[src/rtl/xalu_pkg.sv]
package xalu_pkg;

  localparam int unsigned CODE_W = 6;

  typedef enum logic [2:0] {
    CLS_NONE  = 3'd0,
    CLS_BITOP = 3'd1,
    CLS_ARITH = 3'd2,
    CLS_CMP   = 3'd3,
    CLS_SHIFT = 3'd4
  } op_class_e;

  typedef enum logic [1:0] {
    SH_LEFT  = 2'd0,
    SH_RLOG  = 2'd1,
    SH_RARI  = 2'd2,
    SH_NONE  = 2'd3
  } shift_kind_e;

  // Map an operation code onto the execution path that serves it.
  function automatic op_class_e f_classify(input logic [CODE_W-1:0] c);
    op_class_e k;
    case (c)
      6'h00, 6'h01, 6'h05, 6'h06,
      6'h10, 6'h11, 6'h15, 6'h16: k = CLS_BITOP;
      6'h02, 6'h12:               k = CLS_ARITH;
      6'h13:                      k = CLS_CMP;
      6'h04, 6'h07, 6'h08,
      6'h24, 6'h27, 6'h28:        k = CLS_SHIFT;
      default:                    k = CLS_NONE;
    endcase
    return k;
  endfunction

  // Low three bits pick the shift direction and fill.
  function automatic shift_kind_e f_shift_kind(input logic [2:0] lo);
    shift_kind_e k;
    case (lo)
      3'b100:  k = SH_LEFT;
      3'b111:  k = SH_RLOG;
      3'b000:  k = SH_RARI;
      default: k = SH_NONE;
    endcase
    return k;
  endfunction

  // Signed less-than from a difference and its overflow indication.
  function automatic logic f_lt_from_diff(input logic diff_msb, input logic ovf);
    return diff_msb ^ ovf;
  endfunction

endpackage

[src/rtl/xalu_bitop.sv]
module xalu_bitop #(
  parameter int unsigned W = 32
) (
  input  logic [W-1:0] a_i,
  input  logic [W-1:0] b_i,
  input  logic [2:0]   sel_i,
  output logic [W-1:0] y_o
);
  always_comb begin
    case (sel_i)
      3'b000:  y_o = a_i & b_i;
      3'b001:  y_o = a_i | b_i;
      3'b101:  y_o = a_i ^ b_i;
      3'b110:  y_o = ~(a_i | b_i);
      default: y_o = '0;
    endcase
  end
endmodule

[src/rtl/xalu_adder.sv]
module xalu_adder #(
  parameter int unsigned W = 32
) (
  input  logic [W-1:0] a_i,
  input  logic [W-1:0] b_i,
  input  logic         cin_i,
  output logic [W-1:0] sum_o,
  output logic         ovf_o
);
  logic [W-1:0] cin_ext;
  assign cin_ext = {{(W-1){1'b0}}, cin_i};
  assign sum_o   = a_i + b_i + cin_ext;
  assign ovf_o   = (a_i[W-1] == b_i[W-1]) && (sum_o[W-1] != a_i[W-1]);
endmodule

[src/rtl/xalu_shifter.sv]
module xalu_shifter #(
  parameter int unsigned W  = 32,
  parameter int unsigned SW = $clog2(W)
) (
  input  logic [W-1:0]  d_i,
  input  logic [SW-1:0] amt_i,
  input  logic          left_i,
  input  logic          arith_i,
  output logic [W-1:0]  q_o
);
  logic [W-1:0] pre;
  logic [W-1:0] post;
  logic [W-1:0] stg [0:SW];
  logic         fill;

  // A left shift is done as a right shift of the bit-reversed word.
  genvar gi;
  generate
    for (gi = 0; gi < W; gi++) begin : g_rev
      assign pre[gi]  = left_i ? d_i[W-1-gi]  : d_i[gi];
      assign q_o[gi]  = left_i ? post[W-1-gi] : post[gi];
    end
  endgenerate

  assign fill   = arith_i & ~left_i & d_i[W-1];
  assign stg[0] = pre;

  genvar gs;
  generate
    for (gs = 0; gs < SW; gs++) begin : g_stage
      localparam int unsigned STEP = 1 << gs;
      assign stg[gs+1] = amt_i[gs] ? {{STEP{fill}}, stg[gs][W-1:STEP]} : stg[gs];
    end
  endgenerate

  assign post = stg[SW];
endmodule

[src/rtl/xalu_core.sv]
module xalu_core
  import xalu_pkg::*;
#(
  parameter int unsigned W  = 32,
  parameter int unsigned SW = $clog2(W)
) (
  input  logic [W-1:0]      opa_i,
  input  logic [W-1:0]      opb_i,
  input  logic [SW-1:0]     shamt_i,
  input  logic [CODE_W-1:0] ctrl_i,
  output logic [W-1:0]      result_o,
  output logic              zero_o
);
  op_class_e   op_cls;
  shift_kind_e sh_kind;
  logic        b_invert;
  logic        sh_var;
  logic [W-1:0]  b_eff;
  logic [W-1:0]  bitop_y;
  logic [W-1:0]  sum_w;
  logic          ovf_w;
  logic          lt_w;
  logic [SW-1:0] sh_amt;
  logic [W-1:0]  shift_y;

  assign op_cls   = f_classify(ctrl_i);
  assign sh_kind  = f_shift_kind(ctrl_i[2:0]);
  assign b_invert = ctrl_i[4];
  assign sh_var   = ctrl_i[5];
  assign b_eff    = b_invert ? ~opb_i : opb_i;

  xalu_bitop #(.W(W)) u_bitop (
    .a_i(opa_i), .b_i(b_eff), .sel_i(ctrl_i[2:0]), .y_o(bitop_y)
  );

  xalu_adder #(.W(W)) u_adder (
    .a_i(opa_i), .b_i(b_eff), .cin_i(b_invert), .sum_o(sum_w), .ovf_o(ovf_w)
  );

  assign lt_w   = f_lt_from_diff(sum_w[W-1], ovf_w);
  assign sh_amt = sh_var ? opa_i[SW-1:0] : shamt_i;

  xalu_shifter #(.W(W), .SW(SW)) u_shift (
    .d_i(opb_i), .amt_i(sh_amt),
    .left_i(sh_kind == SH_LEFT), .arith_i(sh_kind == SH_RARI),
    .q_o(shift_y)
  );

  always_comb begin
    case (op_cls)
      CLS_BITOP: result_o = bitop_y;
      CLS_ARITH: result_o = sum_w;
      CLS_CMP:   result_o = {{(W-1){1'b0}}, lt_w};
      CLS_SHIFT: result_o = shift_y;
      default:   result_o = '0;
    endcase
  end

  assign zero_o = (result_o == '0);
endmodule

[config.mk]
export PLATFORM = sky130hd
export DESIGN_NAME = xalu_core
export DESIGN_NICKNAME = d
export VERILOG_FILES = /design/src/rtl/xalu_pkg.sv /design/src/rtl/xalu_bitop.sv /design/src/rtl/xalu_adder.sv /design/src/rtl/xalu_shifter.sv /design/src/rtl/xalu_core.sv
export SDC_FILE = /design/constraint.sdc
export NUM_CORES = 1
export LEC_CHECK = 0
export BUFFER_PORTS_ARGS = -buffer_cell sky130_fd_sc_hd__buf_2
export CAP_MARGIN = 0
export CORE_MARGIN = 2
export CORE_UTILIZATION = 50
export DETAILED_ROUTE_END_ITERATION = 16
export GPL_TIMING_DRIVEN = 0
export PLACE_DENSITY_LB_ADDON = 0.1
export SETUP_SLACK_MARGIN = 0.3
export SLEW_MARGIN = 20
export SYNTH_ARGS = -nofsm -noshare
export SYNTH_HDL_FRONTEND = slang
export SYNTH_SLANG_ARGS = --single-unit
[constraint.sdc]
create_clock -name vclk -period 10.81
set_input_delay 1.6215 -clock vclk [all_inputs]
set_output_delay 1.6215 -clock vclk [all_outputs]
set_load 0.01 [all_outputs]
Word level (Yosys, flattened, before mapping). Memory sizes are Yosys's and may differ from the RTL's. Cells that the tools add are included. Widths: inputs -> output; s select.

Memories: 1. Bits in read-only memories: 192. Output and inout bits: 33. Logic and storage cells: 102. Bits in registers: 0.

Memories: (name not given) (depth 64, bits a word 3, read ports 1, clocked after Yosys merged registers in 0, write ports 0, RTL line xalu_pkg.sv:23) `case (c)`.

Equal/unequal tests: 12. Reductions and logical operators: 4. Add/subtract/negate cells: 2. Bitwise logic cells: 9. Mux-type cells: 74.

Operators by type and width (count): $pmux 32 s4 (2); $mux 32 (6); $mux 1 (64); $not 32->32 (2); $add 32x1->32 (1); $add 32x32->32 (1); $and 32x32->32 (1); $logic_not 32->1 (1); $or 32x32->32 (1); $xor 32x32->32 (1); $eq 3x3->1 const B (5); $eq 3x1->1 const B (2); $eq 3x2->1 const B (2); $pmux 2 s3 (1); $mux 5 (1); $logic_not 3->1 (1); $and 1x1->1 (2); $eq 2x2->1 const B (1); $logic_not 2->1 (1); $eq 1x1->1 (1); $logic_and 1x1->1 (1); $ne 1x1->1 (1); $not 1->1 (1); $xor 1x1->1 (1).

Logic depth before layout (Yosys ltp). Gate-level depths: netlist of the first run.

Depth in word-level cells: 14. Gate-level depth with buffers: 16.

By module. Synthesis of the first run repeated with hierarchy kept, for this count alone.

Cell total of the unflattened synthesis: 1168. Area, all modules: 8615.8 sq um.

By module, submodules not included: xalu_shifter (area each 3562.2 sq um, cells an instance 465, seq. area each 0.0 sq um, times used 1); xalu_bitop (area each 2040.7 sq um, cells an instance 278, seq. area each 0.0 sq um, times used 1); xalu_adder (area each 1833.0 sq um, cells an instance 265, seq. area each 0.0 sq um, times used 1); xalu_core (area each 1179.9 sq um, cells an instance 160, seq. area each 0.0 sq um, times used 1).

Worst setup path after synthesis of the first run. OpenSTA, ideal clock, no wires.

Kind: in2out. From: in ctrl_i[4]. To: out zero_o. Data required time: 9189 ps. Slack: 3528 ps. Stages: 16. Arrival time: 5661 ps. Buffers on the path: 3. Cells stage by stage: clkbuf_1 -> buf_1 -> xor2_1 -> inv_1 -> ha_1 -> clkbuf_1 -> nand3_1 -> a2111oi_0 -> a211oi_1 -> a21oi_1 -> xnor2_1 -> o221ai_1 -> or3_1 -> or3b_2 -> nor4_1 -> and4_1.

Elaborated cells between the ends (all ways): 19. Those cells by class: add/sub: 2; eq/ne: 6; mux: 3; bitwise: 5; reduce/logical: 2; memory: 1.

RTL lines: from (decl) (RTL line xalu_core.sv:10) `input logic [CODE_W-1:0] ctrl_i,`; branches (longest 4 deep; another with $add 32x32->32); $pmux 32 s4 (*) (RTL line xalu_core.sv:50) `case (op_cls)`; via result_o[21] (RTL line xalu_core.sv:11) `output logic [W-1:0] result_o,`; $logic_not 32->1 (*) (RTL line xalu_core.sv:59) `assign zero_o = (result_o == '0);`; to (decl) (RTL line xalu_core.sv:12) `output logic zero_o`.

Mark *: on every way through the listed nets, which the timed path passes.

Worst setup path in the final report of the first run.
From: in ctrl_i[4]. To: out zero_o.

Longest elaborated chain between the ends: 8. Elaborated cells between the ends (all ways): 19. Those cells by class: add/sub: 2; eq/ne: 6; mux: 3; bitwise: 5; reduce/logical: 2; memory: 1.

RTL lines: $mux 32 (RTL line xalu_core.sv:30) `assign b_eff = b_invert ? ~opb_i : opb_i;`; $add 32x32->32 (RTL line xalu_adder.sv:12) `assign sum_o = a_i + b_i + cin_ext;`; $add 32x1->32 (RTL line xalu_adder.sv:12); $ne 1x1->1 (RTL line xalu_adder.sv:13) `assign ovf_o = (a_i[W-1] == b_i[W-1]) && (sum_o[W-1] != a_i[W-1]);`; $logic_and 1x1->1 (RTL line xalu_adder.sv:13); $xor 1x1->1 (RTL line xalu_pkg.sv:49) `return diff_msb ^ ovf;`; $pmux 32 s4 (*) (RTL line xalu_core.sv:50); $logic_not 32->1 (*) (RTL line xalu_core.sv:59).

Mark *: on every way between the ends. The rest lies on a longest branch, timed or not.

==> results of run 1 <==
[cell type report]
type,count,area (µm²),share of cell area [%]
multi-input combinational,852,6690,82.2
buffer,81,392,4.81
timing repair buffer,107,536,6.57
inverter,79,297,3.64
tap,184,230,2.83
[placed cells by master (no fill, tap or decap), types with 15 or more instances in the layout]
cell type / Yosys / final
nor2_1: 61 / 61
nor3_1: 20 / 20
o221ai_1: 16 / 16
o211ai_1: 16 / 16
ha_1: 70 / 70
inv_1: 79 / 79
nand2_1: 114 / 114
clkbuf_1: 59 / 59
a21oi_1: 67 / 67
a222oi_1: 32 / 32
a31oi_1: 15 / 15
o21ai_0: 67 / 67
buf_2: 9 / 116
mux2i_1: 34 / 34
xor2_1: 41 / 41
mux4_2: 34 / 34
o22ai_1: 22 / 22
a22oi_1: 16 / 16
[kinds of logic (layout without fill, tap and decap cells)]
family                   Yosys count  after routing  share of synthesized area, %
XOR/XNOR                          53             53                          6.29
adder cells (fa/ha/maj)           71             71                          12.1
AO/OA/AOI/OAI                    358            358                          34.1
multiplexers                      96             96                          20.8
AND/OR/NAND/NOR                  274            274                          17.4
buffers and inverters            160            267                          9.32
[where the power goes]
part	total [W]	internal [W]	switching (W)
Sequential	0	0	0
Combinational	0.000545	0.000192	0.000353
Clock	0	0	0
[worst max-delay path, stage by stage]
cell and delay (ns):
buf_2 0.09, clkbuf_1 0.45, clkbuf_1 0.61, xor2_1 0.42, inv_1 0.08, ha_1 0.41
nand3_1 0.19, a2111oi_0 0.87, a211oi_1 0.22, a21oi_1 0.41, xnor2_1 0.17, o221ai_1 0.17
or3_1 0.48, or3b_2 0.49, nor4_1 0.16, and4_1 0.20, buf_2 0.12
[metal layers]
metal / up-vias / track usage (%)
met5: - / 0
met4: 0 / 15.4
met3: 128 / 13.2
met2: 760 / 64.4
met1: 4550 / 58.1
li1: 4122 / -
[per-stage QoR]
stage / worst slack, ns / area, µm² / power, W / hold slack, ns
2_1_floorplan: 3.53 / 7380 / 0.000354 / 3.50
4_1_cts: 2.26 / 8150 / 0.000520 / 3.84
3_3_place_gp: 2.32 / 8150 / 0.000517 / 3.84
6_report: 2.01 / 8150 / 0.000545 / 3.86
5_1_grt: 1.72 / 8150 / 0.000579 / 3.90
3_5_place_dp: 2.29 / 8150 / 0.000518 / 3.83
[final timing paths]
path	end	slack (ns)	cells after the start
worst max-delay path	zero_o	2.01	17
worst min-delay path	result_o[0]	3.86	6
==> flow_summary.yaml, run 1 <==
sta:
  timing.fmax_ghz: 0.114
  worstMarginPinSlew_ns: 1.00
  max_slew_margin_pct: 32.9
  period_share_pct: 81.4
  drv_slew: 0
  setup_viol: 0
  fin_setup_tns_ns: 0
  post-route-min-period_ns: 8.80
  finalHoldViolations: 0
  rsz0062_at_grt: "false"
detailed_routing:
  wl_met1_um: 13600
  drtIter0Drc: 1733
  top_layer_used: "met4"
  vias_per_cell: 7.34
  first_pass_iters: 9
  ant_nets: 0
  vias: 9560
  routed_wl_um: 35300
  wire_per_inst_um: 27.1
  drcViolationCount: 0
  wl_met2_um: 14700
  wl_met3_um: 5230
critical_path:
  crit_fanout: 10
  path_class: "in2out"
  critPathLaunch: "ctrl_i[4]"
  required_ns: 9.19
  worstSetupStartpointType: "input pin"
  end_kind: "output port"
  arrival_ns: 7.18
place:
  place_inst: 1303
  dpl.hpwl_um: 28500
  numPortBuffers: 107
  routabilityCongestion: 1.06
synth:
  ys_warn_count: 0
  syn-num-nets: 1158
  synth_common_cells: "nand2_1 (114), inv_1 (79), ha_1 (70), a21oi_1 (67), o21ai_0 (67)"
  synth.most_common_cell: "nand2_1"
  postSynthAreaPerCell_um2: 7.29
  synthTopCellsByArea: "ha_1 (12%), mux4_2 (10%), nand2_1 (5.8%)"
  netlist.area_leader.share_pct: 11.9
  yosysUniqueCellTypes: 80
  netlist_area_um2: 7380
  yosys.area.top_type: "ha_1"
  syn_inst: 1012
  ys_seq_area_share_pct: 0
cts:
  cts_resized: 0
  post_cts_buffers: 0
  ctsHoldBuffers: 0
power:
  irDropWorstVdd_v: 0.0000358
  cellLeakagePower_nw: 3.62
  powerDensity_nw_per_um2: 66.9
global_routing:
  overflow: 0
  grt_max_degree: 11
  grt_pass1_wl_um: 52500
  antenna_found_initial: 0
  grt_use_total_pct: 42.9
  grt_pass1_vias: 8592
die:
  io_pins: 108
  fp.coreArea_um2: 14500
  die_w_um: 125
  rows: 44
  die-area_um2: 15700
  start_util_pct: 51.0
  die_h_um: 125
hold_path:
  worstHoldPathType: "in2out"
  min_from: "ctrl_i[3]"
final_layout:
  n_antenna_cell: 0
  layout-drive-gt1-share_pct: 18.1
  area_growth_pct: 10.4
  register_area_um2: 0
  seq_cell_count: 0
  final_net_count: 1267
  utilization_pct: 56.3
  fill_cells: 1470
  clkbuf_count: 0
  final_cells: 1303
outcome:
  status: "finished, final reports clean"
run:
  drv_cap: 0
Note: power is estimated with default switching activity, not from simulation.
==> run 2: changes to the inputs <==
==> constraint.sdc (replaced) <==
create_clock -name vclk -period 7.4
set_input_delay 1.11 -clock vclk [all_inputs]
set_output_delay 1.11 -clock vclk [all_outputs]
set_load 0.01 [all_outputs]
==> flow_summary.yaml, run 2 (synthesis results as in run 1) <==
outcome:
  status: "finished, final reports clean"
final_layout:
  area_growth_pct: 10.9
  final_common_cell: "buf_2"
  multiInputGateArea_um2: 6720
  seq_cell_count: 0
  final_net_count: 1267
  clkbuf_count: 0
  register_area_um2: 0
  fill_cells: 1470
  final_cell_mix: "buf_2 (118), nand2_1 (114), inv_1 (79)"
  n_antenna_cell: 0
  layout-drive-gt1-share_pct: 19.3
global_routing:
  antenna_found_initial: 0
  grt_max_degree: 11
  grt_pass1_vias: 8596
  grt_pass1_wl_um: 52500
  overflow: 0
  grt_use_total_pct: 42.9
die:
  die_h_um: 125
  rows: 44
  io_pins: 108
  die-area_um2: 15700
  fp.coreArea_um2: 14500
  die_w_um: 125
  start_util_pct: 51.0
critical_path:
  worstSetupStartpointType: "input pin"
  arrival_ns: 5.72
  cp_top_family: "compound AO/OA/AOI/OAI gates"
  path_depth: 15
  worst-path-buf-inv: 6
  path_class: "in2out"
  crit_fanout: 10
  cp_common_cell: "buf_2"
  end_kind: "output port"
  required_ns: 6.29
  slowest_delay_ns: 0.70
  path_cells: "buf_2, inv_1, ha_1, or3b_2, a21oi_1, nand4b_1, buf_2, buf_2, buf_2, o22ai_1, a211oi_1, o2111ai_1, nor4b_1, and4_1, buf_2"
  slowest_stage: "a21oi_1"
place:
  numPortBuffers: 107
  preCtsSetupSlack_ns: -0.0990
  routabilityCongestion: 1.06
  dpl.hpwl_um: 28500
detailed_routing:
  routed_wl_um: 35300
  vias_per_cell: 7.31
  ant_nets: 0
  wire_per_inst_um: 27.1
  first_pass_iters: 8
  drtIter0Drc: 1596
  drcViolationCount: 0
  vias: 9519
sta:
  drv_slew: 0
  timing.fmax_ghz: 0.146
  post-route-min-period_ns: 6.83
  worstMarginPinSlew_ns: 0.993
  rsz0062_at_grt: "false"
  fin_setup_tns_ns: 0
  finalHoldViolations: 0
  setup_viol: 0
  postLayoutSetupSlackWorst_ns: 0.571
  max_slew_margin_pct: 33.6
  period_share_pct: 92.3
power:
  cellLeakagePower_nw: 3.64
  powerDensity_nw_per_um2: 97.7
  irDropWorstVdd_v: 0.0000520
hold_path:
  min_delay_path_depth: 6
  worstHoldPathType: "in2out"
cts:
  ctsHoldBuffers: 0
run:
  drv_cap: 0
## run 2: path summary, 6_finish.rpt
kind	startpoint	end
min	ctrl_i[3]	result_o[0]
max	ctrl_i[1]	zero_o
## run 2: repair_timing
action,in CTS,in global routing
buffers inserted,0,0
setup endpoints to repair,1,1
endpoints found under the hold margin,0,0
resized for setup,4,16
## run 2: power breakdown
part / switching [W] / internal (W)
combinational: 0.000517 / 0.000283
clock: 0 / 0
sequential: 0 / 0
## run 2: area by class of cell
type / count / share of cell area [%]
multi-input cells: 852 / 82.1
repair buffers: 107 / 6.54
plain buffers: 81 / 4.91
inverters: 79 / 3.62
well taps: 184 / 2.81
## run 2: worst min-delay path: stages
cell	delay, ns
buf_2	0.14
nor2_1	0.06
nand4_1	0.07
a31o_2	0.16
nand2_1	0.05
buf_2	0.13
## run 2: per-stage QoR
stage,utilization [%],area [µm²],instances,power [W],hold slack (ns)
floorplan,-,7380,1012,0.000517,2.48
global placement,56.3,8150,1303,0.000755,2.82
detailed placement,56.3,8150,1303,0.000756,2.81
CTS,56.3,8150,1303,0.000760,2.82
global route,56.5,8190,1303,0.000851,2.88
finish,56.5,8190,1303,0.000800,2.84
## run 2: per-layer routing
| metal | global-route usage [%] | up-vias | wire (µm) |
|---|---|---|---|
| met1 | 58.1 | 4482 | 13500 |
| met4 | 15.4 | 0 | 1810 |
| met2 | 64.4 | 792 | 14600 |
| li1 | - | 4114 | - |
| met3 | 13.2 | 131 | 5390 |
| met5 | 0 | - | 0 |
